File: src/rtl/hpc_pkg.sv
package hpc_pkg;

    typedef enum logic [2:0] {
        ST_OFF      = 3'd0,
        ST_WAKE     = 3'd1,
        ST_IDLE     = 3'd2,
        ST_BUS_IDLE = 3'd3,
        ST_PLAY     = 3'd4
    } pstate_e;

    localparam int unsigned NUM_STATES = 5;

    typedef struct packed {
        pstate_e state;
        logic    load;
    } fsm_regs_t;

endpackage

File: src/rtl/hpc_rst_sync.sv
module hpc_rst_sync #(
    parameter int unsigned STAGES = 2
) (
    input  logic clk_i,
    input  logic arst_ni,
    output logic rel_o
);
    logic [STAGES-1:0] stage_d, stage_q;

    generate
        if (STAGES > 1) begin : g_multi
            always_comb stage_d = {stage_q[STAGES-2:0], 1'b1};
        end else begin : g_single
            always_comb stage_d = 1'b1;
        end
    endgenerate

    always_ff @(posedge clk_i or negedge arst_ni) begin
        if (!arst_ni) stage_q <= '0;
        else          stage_q <= stage_d;
    end

    assign rel_o = stage_q[STAGES-1];
endmodule

File: src/rtl/hpc_wake_timer.sv
module hpc_wake_timer #(
    parameter int unsigned CYCLES = 16
) (
    input  logic clk_i,
    input  logic arst_ni,
    input  logic run_i,
    output logic done_o
);
    localparam int unsigned CW = (CYCLES > 1) ? $clog2(CYCLES) : 1;
    localparam logic [CW-1:0] LAST = CW'(CYCLES - 1);

    logic [CW-1:0] cnt_d, cnt_q;

    always_comb begin
        if (!run_i)             cnt_d = '0;
        else if (cnt_q == LAST) cnt_d = cnt_q;
        else                    cnt_d = cnt_q + 1'b1;
    end

    always_ff @(posedge clk_i or negedge arst_ni) begin
        if (!arst_ni) cnt_q <= '0;
        else          cnt_q <= cnt_d;
    end

    assign done_o = (cnt_q == LAST);
endmodule

File: src/rtl/hap_pwr_ctrl.sv
module hap_pwr_ctrl
    import hpc_pkg::*;
#(
    parameter int unsigned PWRUP_CYCLES = 16,
    parameter int unsigned SYNC_STAGES  = 2
) (
    input  logic       clk_i,
    input  logic       sys_rst_ni,
    input  logic       pin_rst_ni,
    input  logic       por_ok_i,
    input  logic       pwr_ready_i,
    input  logic       wave_trig_i,
    input  logic       wave_done_i,
    input  logic       crit_fault_i,
    input  logic       bus_start_i,
    input  logic       bus_done_i,
    output logic [4:0] state_oh_o,
    output logic       bus_en_o,
    output logic       load_dflt_o,
    output logic       drv_en_o
);
    logic      arst_n;
    logic      rel;
    logic      wake_done;
    fsm_regs_t regs_d, regs_q;

    // pin assertion acts on the flops directly; only its release is synchronised
    assign arst_n = sys_rst_ni & pin_rst_ni;

    hpc_rst_sync #(.STAGES(SYNC_STAGES)) i_rst_sync (
        .clk_i   (clk_i),
        .arst_ni (arst_n),
        .rel_o   (rel)
    );

    hpc_wake_timer #(.CYCLES(PWRUP_CYCLES)) i_wake_timer (
        .clk_i   (clk_i),
        .arst_ni (arst_n),
        .run_i   (regs_q.state == ST_WAKE),
        .done_o  (wake_done)
    );

    always_comb begin
        regs_d      = regs_q;
        regs_d.load = 1'b0;
        if (!rel || !por_ok_i) begin
            regs_d.state = ST_OFF;
        end else begin
            case (regs_q.state)
                ST_OFF:  regs_d.state = ST_WAKE;
                ST_WAKE: begin
                    if (wake_done && pwr_ready_i) begin
                        regs_d.state = ST_IDLE;
                        regs_d.load  = 1'b1;
                    end
                end
                ST_IDLE: begin
                    if (wave_trig_i)      regs_d.state = ST_PLAY;
                    else if (bus_start_i) regs_d.state = ST_BUS_IDLE;
                end
                ST_BUS_IDLE: begin
                    if (wave_trig_i)     regs_d.state = ST_PLAY;
                    else if (bus_done_i) regs_d.state = ST_IDLE;
                end
                ST_PLAY: begin
                    if (crit_fault_i)     regs_d.state = ST_IDLE;
                    else if (wave_done_i) regs_d.state = ST_IDLE;
                end
                default: regs_d.state = ST_OFF;
            endcase
        end
    end

    always_ff @(posedge clk_i or negedge arst_n) begin
        if (!arst_n) begin
            regs_q.state <= ST_OFF;
            regs_q.load  <= 1'b0;
        end else begin
            regs_q <= regs_d;
        end
    end

    generate
        for (genvar i = 0; i < NUM_STATES; i++) begin : g_oh
            assign state_oh_o[i] = (regs_q.state == pstate_e'(3'(i)));
        end
    endgenerate

    assign bus_en_o    = (regs_q.state == ST_IDLE) || (regs_q.state == ST_BUS_IDLE) ||
                         (regs_q.state == ST_PLAY);
    assign drv_en_o    = (regs_q.state == ST_PLAY);
    assign load_dflt_o = regs_q.load;
endmodule

File: config.mk
export PLATFORM = sky130hd
export DESIGN_NAME = hap_pwr_ctrl
export DESIGN_NICKNAME = d
export VERILOG_FILES = /design/src/rtl/hpc_pkg.sv /design/src/rtl/hpc_rst_sync.sv /design/src/rtl/hpc_wake_timer.sv /design/src/rtl/hap_pwr_ctrl.sv
export SDC_FILE = /design/constraint.sdc
export NUM_CORES = 1
export LEC_CHECK = 0
export ABC_AREA = 1
export BUFFER_PORTS_ARGS = -buffer_cell sky130_fd_sc_hd__buf_4
export CORE_AREA = 2 2 39 41
export CTS_CLUSTER_SIZE = 28
export DETAILED_ROUTE_END_ITERATION = 10
export DIE_AREA = 0 0 41 43
export MAX_ROUTING_LAYER = met4
export PLACE_DENSITY = 0.72
export SYNTH_ARGS = -nofsm -noshare
export SYNTH_HDL_FRONTEND = slang
export SYNTH_HIERARCHICAL = 1
export SYNTH_SLANG_ARGS = --single-unit
File: constraint.sdc
create_clock -name clk_i -period 3.13 [get_ports clk_i]
set_input_delay 0.626 -clock clk_i [delete_from_list [all_inputs] [get_ports clk_i]]
set_output_delay 0.626 -clock clk_i [all_outputs]
set_load 0.05 [all_outputs]
==> results of run 1 <==
## logic make-up after synthesis
family / share of synthesized area (%)
other cells: 0.622
buf+inv: 9.96
compound gates: 3.32
flops: 41.5
fa+ha+maj: 2.07
simple gates: 42.5
## worst reg2reg max path, cell delays in order, from the launching register on
cell	delay, ps
dfrtp_1	500
nor3_1	610
o21ai_0	180
nor2_1	120
## cell type report
cell class | instances | area share [%]
multi-input cells | 59 | 38.6
flip-flops and latches | 10 | 33.0
repair buffers | 17 | 16.8
inverters | 12 | 5.94
clock buffers | 3 | 2.97
well taps | 16 | 2.64
## sequential cells by signal (all words and copies together) (netlist names)
name	count
regs_q	3
i_wake_timer/cnt_q	4
load_dflt_o	1
i_rst_sync/stage_q	2
## cells in the mapped netlist
library cell	instances	area [um2]
conb_1	1	3.75
dfrtp_1	10	250
nor3_1	2	10.0
nand3b_1	1	7.51
nand2_2	2	12.5
nand3_1	10	50.1
inv_1	8	30.0
nand2_1	19	71.3
ha_1	1	12.5
buf_4	2	15.0
nor2_1	10	37.5
nor2_4	1	11.3
o31ai_1	1	7.51
inv_2	4	15.0
o21ai_0	1	5.00
nand4_1	6	37.5
nor2_2	3	18.8
a211oi_1	1	7.51
## stage by stage
step	util, %	hold WS, ps
after global placement	53.2	334
final	54.8	342
after detailed placement	53.2	339
after CTS	54.8	345
after global routing	54.8	368
after floorplan	-	331
## how the worst max path moves through the flow
stage                          to  cells after the start
global placement    state_oh_o[1]                      2
global route        state_oh_o[1]                      2
finish              state_oh_o[1]                      2
floorplan           state_oh_o[1]                      2
CTS                 state_oh_o[1]                      2
detailed placement  state_oh_o[1]                      2
## power breakdown
| part | total, mW | internal [mW] | leakage (nW) | switching [mW] |
|---|---|---|---|---|
| registers | 0.136 | 0.133 | 0.134 | 0.00339 |
| logic | 0.0357 | 0.0143 | 0.287 | 0.0214 |
| clock network | 0.0813 | 0.0440 | 0.0138 | 0.0373 |
## cells in the final DEF (no fill, tap or decap)
cell type	count
nor2_4	1
o21ai_0	1
nand2_1	19
ha_1	1
inv_2	4
nor2_2	3
nand2_2	2
conb_1	1
o31ai_1	1
nand4_1	6
nor3_1	2
clkbuf_4	3
nor2_1	10
nand3b_1	1
a211oi_1	1
dfrtp_1	10
buf_4	17
inv_1	8
nand3_1	10
## routing by layer
layer	track usage (%)	wire [um]
met5	-	0
met4	8.00	4
met3	4.71	62
met2	26.9	609
met1	24.4	498
==> run summary, run 1 <==
Max-Cap Viols -> 0
RePlAce Congestion -> 0.862
LEAKAGE -> 0.435 nW
Setup bufs post-CTS -> 0
Fin. Hold Viols -> 0
Vias -> 575
Setup Skew -> 4.24 ps
Worst EP arrival -> 1680 ps
CP cell instances -> nor3_1 > buf_4
Max incr delay on CP -> 610 ps
Share of layout cells above drive strength 1 -> 29.7%
Iteration-0 DRC Markers -> 10
Antenna violations before repair -> 0
Power Total -> 253 uW
Largest net degree at the start of global routing -> 11
Sequential cell area -> 250 um2
CTS Root Cell -> clkbuf_4
Grt total ovfl -> 0
Final setup margin -> 829 ps
Worst-skew pair later-pin latency -> 250 ps
Slew HR -> 54.8%
Setup slack, reg-to-reg -> 1660 ps
Synth-to-layout area growth -> 25.7%
Distinct cell type count after synthesis -> 18
Diode count -> 0
VDD IR max -> 0.188 mV
CP max-delay cell -> nor3_1
Global-route wire length before repair -> 2170 um
Total GRT Usage -> 18.7%
RSZ-0062 raised after global routing -> no
Final worst path period share -> 73.5%
Die Span Y -> 43 um
Post-DP HPWL -> 1020 um
Synthesized cell area -> 603 um2
Worst slew pin tran -> 672 ps
CP Capture Type -> output port
Row count -> 14
Hold Path Class -> in -> async
Post-Syn Instances -> 83
Power per cell area -> 334 mW/mm2
Final nets -> 114
Fmax -> 435 MHz
Initial Util -> 43.6%
Data required, critical path -> 2500 ps
Inst Count DP -> 114
IO buf count -> 17
CP Launch Type -> flip-flop
CTS Buffer Depth -> 2
CP Class -> reg -> out
Worst Path Max Fanout -> 9
Setup WS pre-CTS -> 1100 ps
Post-CTS sizing -> 0
Worst r2r src -> regs_q[3]
CTS Hold Bufs -> 0
Vias per cell -> 4.91
Detailed Routing Iterations Pass 1 -> 4
Slew Limit Fails -> 0
Reg2reg end -> i_wake_timer/cnt_q[2]
Die width -> 41 um
Antenna Nets Post-Route -> 0
Finished Layout Cells -> 117
Critical Path Source -> regs_q[3]
Final Instance Area -> 758 um2
Worst R2R Path Depth -> 3
H-Tree Depth -> 1
DIE AREA -> 0.00176 mm2
CP Buf/Inv Count -> 1
Final Critical Period -> 2300 ps
Vias in the first global route -> 540
Worst-path clk slew -> 60 ps
Final setup vio count -> 0
Synthesized flop and latch total -> 10
DRC Markers -> 0
Status -> finished clean
# fillers -> 136
Setup TNS -> 0 ps
Placed inst area -> 736 um2
WL/cell -> 10.0 um
Ys Warns -> 6
TritonCTS Sinks -> 10
Top delay family on crit path -> simple AND/OR/NAND/NOR gates
Total CTS buffers -> 3
Routed WL -> 1180 um
Core ar. -> 0.00138 mm2
CTS tree -> yes
Area of the multi-input gates -> 293 um2
Avg Cell Area, Syn -> 7.27 um2
Sequential element share of the synthesized area -> 41.5%
Syn Nets -> 94
I/O pins -> 18
(Power assumes the default switching activity.)
==> run 2, diff against run 1 <==
--- a/config.mk
+++ b/config.mk
@@ -5,14 +5,13 @@
 export SDC_FILE = /design/constraint.sdc
 export NUM_CORES = 1
 export LEC_CHECK = 0
-export ABC_AREA = 1
+export ABC_AREA = 0
 export BUFFER_PORTS_ARGS = -buffer_cell sky130_fd_sc_hd__buf_4
-export CORE_AREA = 2 2 39 41
+export CORE_UTILIZATION = 43
 export CTS_CLUSTER_SIZE = 28
 export DETAILED_ROUTE_END_ITERATION = 10
-export DIE_AREA = 0 0 41 43
 export MAX_ROUTING_LAYER = met4
-export PLACE_DENSITY = 0.72
+export PLACE_DENSITY = 0.71
 export SYNTH_ARGS = -nofsm -noshare
 export SYNTH_HDL_FRONTEND = slang
 export SYNTH_HIERARCHICAL = 1
==> constraint.sdc (replaced) <==
create_clock -name clk_i -period 2.1 [get_ports clk_i]
set_input_delay 0.42 -clock clk_i [delete_from_list [all_inputs] [get_ports clk_i]]
set_output_delay 0.42 -clock clk_i [all_outputs]
set_load 0.05 [all_outputs]
==> run summary, run 2 <==
Status -> finished clean
Share of layout cells above drive strength 1 -> 35.5% (+5.8 points)
Power per cell area -> 528 mW/mm2 (+58%)
H-Tree Depth -> 1 (unchanged)
Setup bufs post-CTS -> 0 (unchanged)
Grt total ovfl -> 0 (unchanged)
Fmax -> 541 MHz
Most common cell after layout, fill and taps aside -> buf_4
Synthesized flop and latch total -> 10 (unchanged)
Post-Synth XOR/XNOR Area -> 0% (unchanged)
Setup TNS -> 0 ps (unchanged)
Synthesized cell area -> 594 um2 (-1.5%)
IO buf count -> 17 (unchanged)
Most frequent cells in the layout -> buf_4, dfrtp_1, nand2b_1, nand2_1
Fin. Hold Viols -> 0 (unchanged)
Die width -> 39.2 um (-4.5%)
CP Class -> reg -> out
CP Launch Type -> flip-flop
Slew Limit Fails -> 0 (unchanged)
I/O pins -> 18 (unchanged)
Yosys top cell area share -> 42.1% (+0.61 points)
Max incr delay on CP -> 570 ps (-40 ps)
Antenna Nets Post-Route -> 0 (unchanged)
Row count -> 13 (-1)
CP max-delay cell -> dfrtp_1
Synth area leaders -> dfrtp_1, mux2i_1, nand2b_1
Post-CTS sizing -> 0 (unchanged)
Total CTS buffers -> 3 (unchanged)
# fillers -> 129 (-5.1%)
Synth-to-layout area growth -> 23.8%
Placed inst area -> 713 um2 (-3.1%)
Worst Path Max Fanout -> 10 (+1)
VDD IR max -> 0.467 mV (+150%)
Post-DP HPWL -> 827 um (-19%)
RSZ-0062 raised after global routing -> no
Routed WL -> 1100 um (-6.6%)
Max-Cap Viols -> 0 (unchanged)
Total GRT Usage -> 16.7% (-2.0 points)
Antenna violations before repair -> 0 (unchanged)
Power Total -> 388 uW (+53%)
Post-synth EDFFs -> 0 (unchanged)
Most frequent CP cell -> buf_4
Final Instance Area -> 736 um2 (-3.0%)
Synth Area in Adders -> 2.11% (+0.031 points)
Setup Skew -> 8.18 ps (+3.94 ps)
CTS Buffer Depth -> 2 (unchanged)
CP Capture Type -> output port
Worst-skew pair later-pin latency -> 260 ps (about the same)
Compound-cell area share of the yosys netlist -> 14.5% (+11 points)
Final nets -> 89 (-22%)
Net Sw Power -> 97.1 uW (+57%)
CTS Root Cell -> clkbuf_4
Most common cell in the netlist -> dfrtp_1
Synth area leader -> dfrtp_1
Vias -> 487 (-15%)
Largest family of logic cells by synthesized area -> simple AND/OR/NAND/NOR gates
Worst EP arrival -> 1430 ps (-250 ps)
Initial Util -> 46.3% (+2.7 points)
Final Critical Period -> 1850 ps
TritonCTS Sinks -> 10 (unchanged)
Post-synthesis simple-gate area fraction -> 26.1% (-16 points)
Sequential element share of the synthesized area -> 42.1% (+0.61 points)
Detailed Routing Iterations Pass 1 -> 3 (-1)
Primary FF master, synth -> dfrtp_1
Final worst path period share -> 88.0%
Flop pwr share -> 52.9% (-0.9 points)
Biggest register -> i_wake_timer/cnt_q
Final setup vio count -> 0 (unchanged)
Combinational Power Share -> 14.5% (+0.4 points)
DIE AREA -> 0.00153 mm2 (-13%)
CP cell instances -> nor3b_2 > buf_4 > buf_4
Sw Ratio -> 25.0% (+0.50 points)
LEAKAGE -> 0.350 nW (-20%)
Setup WS pre-CTS -> 505 ps (-594 ps)
DRC Markers -> 0 (unchanged)
Post-Syn Instances -> 59 (-29%)
RePlAce Congestion -> 0.661 (-23%)
Clock power frac -> 32.6% (+0.5 points)
Synth cell count leaders -> dfrtp_1, nand2_1, nand2b_1
Iteration-0 DRC Markers -> 7 (-3)
CTS tree -> yes
Core Util, Final -> 57.3% (+2.5 points)
Int Pwr -> 291 uW (+52%)
Hold Path Class -> in -> async
Finished Layout Cells -> 91 (-22%)
CTS Hold Bufs -> 0 (unchanged)
Syn Nets -> 70 (-26%)
Vias per cell -> 5.35 (+8.9%)
Tightest hold margin -> 184 ps (-158 ps)
Inst Count DP -> 88 (-23%)
Mux cell area share after synthesis -> 6.74% (+6.7 points)
WL/cell -> 12.1 um (+20%)
Diode count -> 0 (unchanged)
Final setup margin -> 253 ps (-576 ps)
Biggest regs -> i_wake_timer/cnt_q x4, regs_q x3, i_rst_sync/stage_q x2
Largest net degree at the start of global routing -> 11 (unchanged)
Worst-path clk slew -> 70 ps (about the same)
Die Span Y -> 39.2 um (-8.9%)
Ys Warns -> 6 (unchanged)
Avg Cell Area, Syn -> 10.1 um2 (+39%)
Largest register FFs -> 4 (unchanged)
Global-route wire length before repair -> 1620 um (-25%)
Core ar. -> 0.00128 mm2 (-7.1%)
Asr flop ratio synth -> 100% (unchanged)
Distinct cell type count after synthesis -> 30 (+12)
Data required, critical path -> 1680 ps (-820 ps)
Vias in the first global route -> 367 (-32%)
run 2: cell count changes after synthesis, moves of 2 or more:
| cell | previous run | this run |
|---|---|---|
| mux2i_1 | 0 | 4 |
| nand4_1 | 6 | 0 |
| inv_2 | 4 | 0 |
| nand2b_1 | 0 | 5 |
| inv_1 | 8 | 3 |
| nor2_1 | 10 | 4 |
| nand2_1 | 19 | 5 |
| nand2_2 | 2 | 0 |
| buf_6 | 0 | 2 |
| nand3_1 | 10 | 2 |
| nor2_2 | 3 | 1 |
run 2: cell families after synthesis:
logic type | after synthesis
adder cells (fa/ha/maj) | 1
multiplexers | 4
flip-flops | 10
AO/OA/AOI/OAI | 10
buffers and inverters | 7
other | 1
AND/OR/NAND/NOR | 26
run 2: layer usage:
metal  GRT usage (%)  vias to the layer above  routed length (um)
met4            2.59                        0                   0
met3            6.94                        0                  44
met5               -                        -                   0
met2            24.2                       11                 515
met1            22.4                      234                 537
li1                -                      242                   -
run 2: worst paths after layout:
path | from | endpoint | cells after the start | slack, ps
min in group clk_i | i_rst_sync/stage_q[0] | i_rst_sync/stage_q[1] | 0 | 340
max | regs_q[1] | state_oh_o[1] | 3 | 250
min | pin_rst_ni | i_rst_sync/stage_q[1] | 2 | 180
max reg2reg | i_wake_timer/cnt_q[0] | regs_q[1] | 6 | 470
min reg2reg | i_rst_sync/stage_q[0] | i_rst_sync/stage_q[1] | 0 | 340
max in group asynchronous | sys_rst_ni | regs_q[1] | 2 | 1600
run 2: layout make-up:
cell class	count	area, um2	share of cell area, %
multi-input cells	42	298	40.5
flip-flops and latches	10	250	34.0
repair buffers	18	135	18.4
clock buffers	3	22.5	3.06
well taps	15	18.8	2.55
inverters	3	11.3	1.53
run 2: power by group through the flow:
| stage | registers, mW | clock network [mW] | logic (mW) |
|---|---|---|---|
| after detailed placement | 0.209 | 0 | 0.0571 |
| after global routing | 0.206 | 0.141 | 0.0608 |
| final | 0.205 | 0.127 | 0.0564 |
| after floorplan | 0.204 | 0 | 0.0389 |
| after CTS | 0.205 | 0.131 | 0.0572 |
| after global placement | 0.208 | 0 | 0.0561 |
run 2: critical path, delay by kind of cell (launching register included):
family / cells / cell delay, ps
and+or+nand+nor: 1 / 230
buffers and inverters: 2 / 380
DFF: 1 / 570
==> run 3, diff against run 2 <==
--- a/config.mk
+++ b/config.mk
@@ -7,11 +7,13 @@
 export LEC_CHECK = 0
 export ABC_AREA = 0
 export BUFFER_PORTS_ARGS = -buffer_cell sky130_fd_sc_hd__buf_4
-export CORE_UTILIZATION = 43
+export CORE_AREA = 2 2 39 41
 export CTS_CLUSTER_SIZE = 28
 export DETAILED_ROUTE_END_ITERATION = 10
+export DIE_AREA = 0 0 41 43
 export MAX_ROUTING_LAYER = met4
 export PLACE_DENSITY = 0.71
+export SLEW_MARGIN = 15
 export SYNTH_ARGS = -nofsm -noshare
 export SYNTH_HDL_FRONTEND = slang
 export SYNTH_HIERARCHICAL = 1
==> constraint.sdc (replaced) <==
create_clock -name clk_i -period 1.9 [get_ports clk_i]
set_input_delay 0.38 -clock clk_i [delete_from_list [all_inputs] [get_ports clk_i]]
set_output_delay 0.38 -clock clk_i [all_outputs]
set_load 0.05 [all_outputs]
==> run summary, run 3 (same netlist as run 2, synthesis figures left out) <==
Status -> finished clean
Most Crowded Layer GR -> met2
GR Util met1 -> 19.2% (-3.2 points)
Max-Cap Viols -> 0 (unchanged)
Total CTS buffers -> 3 (unchanged)
Iteration-0 DRC Markers -> 5 (-2)
Initial Util -> 42.9% (-3.3 points)
Worst R2R Path Depth -> 6 (unchanged)
Setup Skew -> 6.46 ps (-1.72 ps)
RePlAce Congestion -> 0.813 (+23%)
Global-route wire length before repair -> 1830 um (+13%)
TritonCTS Sinks -> 10 (unchanged)
Worst Path Max Fanout -> 10 (unchanged)
CP max-delay cell -> dfrtp_1
Largest register FFs -> 4 (unchanged)
Sequential cell area -> 250 um2 (unchanged)
Row count -> 14 (+1)
IO buf count -> 17 (unchanged)
Share of layout cells above drive strength 1 -> 38.2% (+2.6 points)
Top delay family on crit path -> flip-flops
Post-DP HPWL -> 895 um (+8.2%)
Data required, critical path -> 1520 ps (-160 ps)
Power per cell area -> 566 mW/mm2 (+7.2%)
Hold Path Class -> in -> async
CTS Root Cell -> clkbuf_4
Max incr delay on CP -> 590 ps (+20 ps)
Most common cell after layout, fill and taps aside -> buf_4
Placed inst area -> 731 um2 (+2.5%)
Vias in the first global route -> 438 (+19%)
Worst EP arrival -> 1400 ps (-30 ps)
DRC Markers -> 0 (unchanged)
Final setup margin -> 116 ps (-137 ps)
Slew Limit Fails -> 0 (unchanged)
CP Class -> reg -> out
DIE AREA -> 0.00176 mm2 (+15%)
Final Critical Period -> 1780 ps
Antenna violations before repair -> 0 (unchanged)
Power Total -> 426 uW (+9.7%)
CP Buf/Inv Count -> 1 (-1)
CP cell instances -> nor3b_4 > buf_4
Post-CTS sizing -> 0 (unchanged)
RSZ-0062 raised after global routing -> no
I/O pins -> 18 (unchanged)
WL/cell -> 11.8 um (-2.5%)
Fmax -> 560 MHz
Setup WS pre-CTS -> 296 ps (-209 ps)
Synth-to-layout area growth -> 26.7%
Vias per cell -> 5.13 (-4.1%)
Final Instance Area -> 753 um2 (+2.4%)
Reg2reg end -> regs_q[1]
Detailed Routing Iterations Pass 1 -> 4 (+1)
Finished Layout Cells -> 92 (+1.1%)
CTS Buffer Depth -> 2 (unchanged)
Worst-path clk slew -> 60 ps (about the same)
CP Capture Type -> output port
Worst r2r src -> i_wake_timer/cnt_q[0]
Fin. Hold Viols -> 0 (unchanged)
Core ar. -> 0.00138 mm2 (+7.7%)
H-Tree Depth -> 1 (unchanged)
CTS tree -> yes
LEAKAGE -> 0.350 nW (about the same)
Final setup vio count -> 0 (unchanged)
Final worst path period share -> 93.9%
Setup bufs post-CTS -> 0 (unchanged)
Met2 Use GR -> 24.1% (-0.10 points)
Die width -> 41 um (+4.7%)
Biggest regs -> i_wake_timer/cnt_q x4, regs_q x3, i_rst_sync/stage_q x2
Grt met3 use -> 6.28% (-0.65 points)
CP Launch Type -> flip-flop
Inst Count DP -> 89 (+1.1%)
Setup slack, reg-to-reg -> 300 ps (-170 ps)
Die Span Y -> 43 um (+9.8%)
Largest net degree at the start of global routing -> 11 (unchanged)
CTS Hold Bufs -> 0 (unchanged)
Worst setup path end -> state_oh_o[1]
Most frequent cells in the layout -> buf_4, dfrtp_1, nand2b_1, nand2_1
Critical path depth -> 2 (-1)
Final nets -> 89 (unchanged)
Vias -> 472 (-3.1%)
Area of the multi-input gates -> 314 um2 (+5.5%)
Grt total ovfl -> 0 (unchanged)
Biggest register -> i_wake_timer/cnt_q
Routed WL -> 1080 um (-1.5%)
Antenna Nets Post-Route -> 0 (unchanged)
Critical Path Source -> regs_q[1]
Diode count -> 0 (unchanged)
Total GRT Usage -> 15.6% (-1.2 points)
VDD IR max -> 0.490 mV (+4.9%)
Worst-skew pair later-pin latency -> 260 ps (about the same)
# fillers -> 134 (+3.9%)
Setup TNS -> 0 ps (unchanged)
-- run 3: changes by cell type in the layout (fill, tap and decap cells not counted) --
cell     before  now
nor3_1        3    1
nor3_2        0    2
nor3b_2       1    0
nor3b_4       1    2
-- run 3: layout make-up --
type	count	area share, %
Inverter	3	1.50
Clock buffer	3	2.99
Timing Repair Buffer	18	17.9
Sequential cell	10	33.2
Tap cell	16	2.66
Multi-Input combinational cell	42	41.7
-- run 3: worst min path at each step --
stage / start / end / slack, ps / depth (start not counted)
final: pin_rst_ni / i_wake_timer/cnt_q[1] / 150 / 2
after global routing: pin_rst_ni / i_wake_timer/cnt_q[1] / 190 / 2
after CTS: pin_rst_ni / i_wake_timer/cnt_q[1] / 160 / 2
after global placement: i_rst_sync/stage_q[0] / i_rst_sync/stage_q[1] / 350 / 0
after floorplan: pin_rst_ni / i_rst_sync/stage_q[0] / 300 / 1
after detailed placement: i_rst_sync/stage_q[0] / i_rst_sync/stage_q[1] / 340 / 0
-- run 3: per-stage QoR --
| stage | hold WS (ps) | util, % |
|---|---|---|
| floorplan | 303 | - |
| global placement | 352 | 52.8 |
| detailed placement | 338 | 52.8 |
| CTS | 160 | 54.4 |
| global route | 187 | 54.4 |
| finish | 145 | 54.4 |
-- run 3: routing by layer --
metal  up-vias  share of wire, %
li1        244                 -
met1       219                43
met2         9                53
met3         0               4.0
met4         0                 0
met5         -                 0
-- run 3: where the power goes --
group | internal (mW) | switching (mW)
registers | 0.219 | 0.00862
clock network | 0.0726 | 0.0626
logic | 0.0319 | 0.0316
